--- config.mk ---
export PLATFORM = sky130hd
export DESIGN_NAME = spec_defer_resolver
export DESIGN_NICKNAME = d
export VERILOG_FILES = /design/src/rtl/spec_defer_pkg.sv /design/src/rtl/defer_ctrl.sv /design/src/rtl/defer_datapath.sv /design/src/rtl/spec_defer_resolver.sv
export SDC_FILE = /design/constraint.sdc
export NUM_CORES = 1
export LEC_CHECK = 0
export ABC_AREA = 0
export BUFFER_PORTS_ARGS = -buffer_cell sky130_fd_sc_hd__buf_2
export CORE_ASPECT_RATIO = 1.25
export CORE_UTILIZATION = 27
export CTS_BUF_LIST = sky130_fd_sc_hd__clkbuf_4
export DETAILED_ROUTE_END_ITERATION = 8
export PLACE_DENSITY = 0.76
export SYNTH_ARGS = -nofsm -noshare
export SYNTH_HDL_FRONTEND = slang
export SYNTH_SLANG_ARGS = --single-unit
export TNS_END_PERCENT = 10
--- constraint.sdc ---
create_clock -name clk -period 1.2 [get_ports clk]
set_clock_uncertainty 0.2 [all_clocks]
set_input_delay 0.24 -clock clk [delete_from_list [all_inputs] [get_ports clk]]
set_output_delay 0.24 -clock clk [all_outputs]
set_load 0.01 [all_outputs]
--- src/rtl/spec_defer_pkg.sv ---
package spec_defer_pkg;
  localparam int NUM_CLASSES = 5;
  localparam int CFG_WIDTH   = 64;
  localparam int DEFER_LSB   = 10;

  localparam int CLS_KEY_MISS = 0;
  localparam int CLS_KEY_PERM = 1;

  typedef logic [NUM_CLASSES-1:0] classVec_t;

  typedef struct packed {
    logic      capture;
    classVec_t deferEn;
  } ctrlStrobe_t;
endpackage

--- src/rtl/defer_ctrl.sv ---
module defer_ctrl
  import spec_defer_pkg::*;
#(
  parameter int CfgWidth = CFG_WIDTH,
  parameter int DeferLsb = DEFER_LSB
) (
  input  logic                clk,
  input  logic                rstN,
  input  logic                cfgWrEn,
  input  logic [CfgWidth-1:0] cfgWrData,
  input  logic                reqValid,
  input  logic                reqSpec,
  input  logic                reqLegacy,
  input  logic                reqPageDefer,
  output logic [CfgWidth-1:0] cfgRdData,
  output ctrlStrobe_t         strobe
);
  localparam int DeferMsb = DeferLsb + NUM_CLASSES - 1;

  classVec_t deferBits;
  logic      deferGate;

  // Only the deferral field is held; every other bit is dropped on write.
  always_ff @(posedge clk or negedge rstN) begin
    if (!rstN)        deferBits <= '0;
    else if (cfgWrEn) deferBits <= cfgWrData[DeferMsb:DeferLsb];
  end

  always_comb begin
    cfgRdData = '0;
    cfgRdData[DeferMsb:DeferLsb] = deferBits;
  end

  // Deferral needs speculation, non-legacy mode and page permission.
  assign deferGate = reqSpec & ~reqLegacy & reqPageDefer;

  always_comb begin
    strobe.capture = reqValid;
    strobe.deferEn = deferGate ? deferBits : '0;
  end

  p_cfg_hold_r2: assert property (@(posedge clk) disable iff (!rstN)
    !cfgWrEn |=> $stable(cfgRdData));

  p_cfg_load_r2: assert property (@(posedge clk) disable iff (!rstN)
    cfgWrEn |=> cfgRdData[DeferMsb:DeferLsb] == $past(cfgWrData[DeferMsb:DeferLsb]));
endmodule

--- src/rtl/defer_datapath.sv ---
module defer_datapath
  import spec_defer_pkg::*;
(
  input  logic        clk,
  input  logic        rstN,
  input  ctrlStrobe_t strobe,
  input  classVec_t   reqFaults,
  output logic        rspValid,
  output classVec_t   rspFault,
  output logic        rspNatWrite
);
  classVec_t pending;
  classVec_t deferred;
  classVec_t taken;
  classVec_t blocked;
  classVec_t deliver;
  logic      natCand;

  // A key-miss fault removes a concurrent key-permission fault.
  always_comb begin
    pending = reqFaults;
    if (reqFaults[CLS_KEY_MISS]) pending[CLS_KEY_PERM] = 1'b0;
  end

  assign deferred = pending & strobe.deferEn;
  assign taken    = pending & ~strobe.deferEn;

  // blocked[i]: some class above i is taken as a fault.
  for (genvar i = 0; i < NUM_CLASSES; i++) begin : g_chain
    if (i == 0) begin : g_top
      assign blocked[i] = 1'b0;
    end else begin : g_rest
      assign blocked[i] = blocked[i-1] | taken[i-1];
    end
    assign deliver[i] = taken[i] & ~blocked[i];
  end

  assign natCand = |(deferred & ~blocked);

  always_ff @(posedge clk or negedge rstN) begin
    if (!rstN) begin
      rspValid    <= 1'b0;
      rspFault    <= '0;
      rspNatWrite <= 1'b0;
    end else begin
      rspValid    <= strobe.capture;
      rspFault    <= strobe.capture ? deliver : '0;
      rspNatWrite <= strobe.capture & natCand;
    end
  end

  p_onehot_fault_r4: assert property (@(posedge clk) disable iff (!rstN)
    $onehot0(rspFault));

  p_fault_was_pending_r4: assert property (@(posedge clk) disable iff (!rstN)
    strobe.capture |=> (rspFault & ~$past(reqFaults)) == '0);

  p_quiet_idle_r3: assert property (@(posedge clk) disable iff (!rstN)
    !rspValid |-> (rspFault == '0 && !rspNatWrite));

  p_valid_follow_r3: assert property (@(posedge clk) disable iff (!rstN)
    strobe.capture |=> rspValid);

  p_valid_drop_r3: assert property (@(posedge clk) disable iff (!rstN)
    !strobe.capture |=> !rspValid);

  p_keyperm_blocked_r8: assert property (@(posedge clk) disable iff (!rstN)
    (strobe.capture && reqFaults[CLS_KEY_MISS]) |=> !rspFault[CLS_KEY_PERM]);

  p_no_nat_without_defer_r6: assert property (@(posedge clk) disable iff (!rstN)
    (strobe.capture && strobe.deferEn == '0) |=> !rspNatWrite);
endmodule

--- src/rtl/spec_defer_resolver.sv ---
module spec_defer_resolver
  import spec_defer_pkg::*;
#(
  parameter int CfgWidth = CFG_WIDTH,
  parameter int DeferLsb = DEFER_LSB
) (
  input  logic                   clk,
  input  logic                   rstN,
  input  logic                   cfgWrEn,
  input  logic [CfgWidth-1:0]    cfgWrData,
  output logic [CfgWidth-1:0]    cfgRdData,
  input  logic                   reqValid,
  input  logic                   reqSpec,
  input  logic                   reqLegacy,
  input  logic                   reqPageDefer,
  input  logic [NUM_CLASSES-1:0] reqFaults,
  output logic                   rspValid,
  output logic [NUM_CLASSES-1:0] rspFault,
  output logic                   rspNatWrite
);
  ctrlStrobe_t strobe;

  defer_ctrl #(.CfgWidth(CfgWidth), .DeferLsb(DeferLsb)) u_ctrl (
    .clk          (clk),
    .rstN         (rstN),
    .cfgWrEn      (cfgWrEn),
    .cfgWrData    (cfgWrData),
    .reqValid     (reqValid),
    .reqSpec      (reqSpec),
    .reqLegacy    (reqLegacy),
    .reqPageDefer (reqPageDefer),
    .cfgRdData    (cfgRdData),
    .strobe       (strobe)
  );

  defer_datapath u_dp (
    .clk         (clk),
    .rstN        (rstN),
    .strobe      (strobe),
    .reqFaults   (reqFaults),
    .rspValid    (rspValid),
    .rspFault    (rspFault),
    .rspNatWrite (rspNatWrite)
  );
endmodule

==> results by group <==
Status
  – Status: finished with violations
  – Failing checks: negative hold slack, negative setup slack

Power
  – Pwr/cell area: between 900 and 1000 mW/mm^2
  – Leak: between 0.6 and 0.7 nW
  – Max VDD drop: slightly below 600 uV
  – Tot Pwr: between 0.9 and 1 mW

Critical path
  – Crit-path max FO: 2
  – Reg-to-Reg Start: u_ctrl.deferBits[0]
  – Worst setup path class: flop to output port
  – Critical Path RT: ~0.76 ns
  – Setup crit start: u_ctrl.deferBits[1]
  – CP arrival: between 0.8 and 0.9 ns
  – Setup crit start kind: flop
  – Worst Setup End Kind: output port

Logic synthesis
  – Area leader, netlist: buf_4
  – Most instantiated cells after synthesis: buf_4 (59), dfrtp_1 (12), nand2_1 (6)
  – Netlist cell types: 19
  – Yosys reg bits: 12
  – Post-Syn Instances: 103
  – Share of flip-flops with an asynchronous set or reset: 1.00
  – Sequential element share of the synthesized area: 0.313
  – Main synth FF type: dfrtp_1
  – Post-synth top area share: 0.462
  – Top cells by area, synth: buf_4 (46%), dfrtp_1 (31%), mux2_1 (3.5%), mux2_2 (2.3%), nand2_1 (2.3%)
  – Post-Syn Area: about 960 um^2
  – Syn avg cell area: just over 9 um^2
  – Yosys warns: 0
  – Count leader, synth: buf_4
  – Post-synth EDFFs: 0

Finish
  – Final Util: 0.318
  – Antenna diode count: 0
  – Nets: ~220
  – Fillers: approximately 350
  – Area grow syn2layout: 9.65%
  – Layout cell share with drive strength beyond 1: 0.291

Clock network
  – Htree depth: 1
  – CTS Buffer Depth: 2
  – CTS tree: yes
  – CTS sink cnt: 12
  – CTS root buf: clkbuf_4
  – Hold buffer count at cts: 3
  – Clk slew on worst S/H paths: ~0.070 ns
  – Total CTS buffers: 3
  – Clk_lat worst skew: about 0.26 ns

STA
  – Final Max Slew Viols: 0
  – Fin Hold WS: -0.000957 ns
  – Final hold vios: 1
  – RSZ-0062 raised after global routing: yes
  – Setup ws final: -0.126 ns
  – Final min period: ~1.3 ns
  – Setup Viol. Count Final: 11
  – Fin crit share: 1.11
  – Max Freq: 0.754 GHz

Detailed routing
  – 1st-pass router iterations: 4
  – Drt initial violations: 2
  – DR WL/cell: 8.31 um
  – Post-Route WL: ~1.5 mm
  – Final ANT Viol Nets: 0
  – Via count: 619
  – Vias/cell: roughly 3.5
  – Drt drc: 0

GRT
  – GR Overflow Total: 0
  – Largest net degree at the start of global routing: 13
  – First-pass GRT wire length: approximately 2.2 mm
  – Vias in the first global route: 470
  – Initial antenna violation count: 0
  – GR Util All Layers: 0.0798

Run
  – Max-Cap Viols: 0

Die
  – Initial core utilization: 0.290
  – Ports: between 100 and 150
  – Core box area: 0.00331 mm^2
  – Die Span X: between 50 and 60 um
  – Std-Cell Rows: 23
  – Die height: approximately 70 um
  – Die area: roughly 0.0038 mm^2

Placed design
  – Port Buffers: 28
  – DP Wirelength: 1.23 mm
  – Gpl congestion: 0.807

Min path
  – Hold Startpoint: cfgWrData[10]
  – Hold crit path type: input port to flop
## registers in the layout, summed over array words and instances (netlist names)
register	count
u_dp.rspNatWrite	1
u_dp.rspFault	5
u_dp.rspValid	1
u_ctrl.deferBits	5
## layout make-up
class | instances | area (um^2) | area share
clock buffers | 3 | 22.5 | 0.0214
well taps | 37 | 46.3 | 0.0440
flip-flops and latches | 12 | 300 | 0.285
repair buffers | 36 | 246 | 0.234
multi-input cells | 87 | 425 | 0.404
clock inverters | 1 | 3.75 | 0.00357
inverters | 2 | 7.51 | 0.00713
## path summary, 6_finish.rpt
kind | to | slack [ns] | cells past startpoint
setup / recovery | cfgRdData[11] | -0.13 | 2
hold / removal | u_ctrl.deferBits[0] | -0.001 | 2
setup reg to reg | u_dp.rspFault[4] | -0.11 | 4
hold reg to reg | u_ctrl.deferBits[4] | 0.36 | 1
max in group asynchronous | u_ctrl.deferBits[3] | 0.42 | 2
min in group asynchronous | u_dp.rspFault[3] | 0.17 | 2
## metrics by stage
step,cells,cell area [um^2],setup slack [ns],setup TNS (ns)
after CTS,178,1030,-0.134,-0.728
after global routing,178,1050,-0.167,-1.27
after global placement,169,932,-0.246,-0.778
after floorplan,161,1180,-0.174,-0.337
final,178,1050,-0.126,-0.627
after detailed placement,169,932,-0.260,-0.885
## timing repair
item / in CTS / in global routing
gates resized for setup: 5 / 4
hold endpoints to repair: 16 / 1
pin swaps: 0 / 2
setup endpoints to repair: 14 / 17
cloned: 0 / 0
buffers inserted: 2 / 0
## cells in the final DEF (no fill, tap or decap), drive strengths merged
cell         Yosys  layout
conb             1      59
buf             60      33
dfrtp           12      12
nand2            6       6
mux2             5       5
nor2             3       3
a21oi            3       3
clkbuf           0       3
dlygate4sd3      0       3
and3b            2       2
inv              2       2
nand4            2       2
a21bo            2       2
a211o            1       1
nor4bb           1       1
a21boi           1       1
nand3b           1       1
o21ai            1       1
clkinv           0       1
## report_power, final
part           internal, mW  switching (mW)
combinational         0.112           0.162
sequential            0.430          0.0172
clock                 0.120           0.121
## routing by layer
layer  up-vias  part of all wire  GRT usage
li1        285                 -          -
met1       271              0.38     0.0843
met2        61              0.46      0.133
met3         2              0.14     0.0373
met4         0             0.016     0.0469
met5         -                 0          0
## worst max-delay path, stage by stage (launching register included)
cell	delay (ns)
dfrtp_1	0.39
buf_6	0.12
buf_6	0.11
## cells by family after synthesis
logic type             synth area share
AND/OR/NAND/NOR                  0.0847
AO/OA/AOI/OAI                    0.0587
flip-flops                        0.313
multiplexers                     0.0587
buffers and inverters             0.481
other                           0.00391
Note: power is estimated with default switching activity, not from simulation.
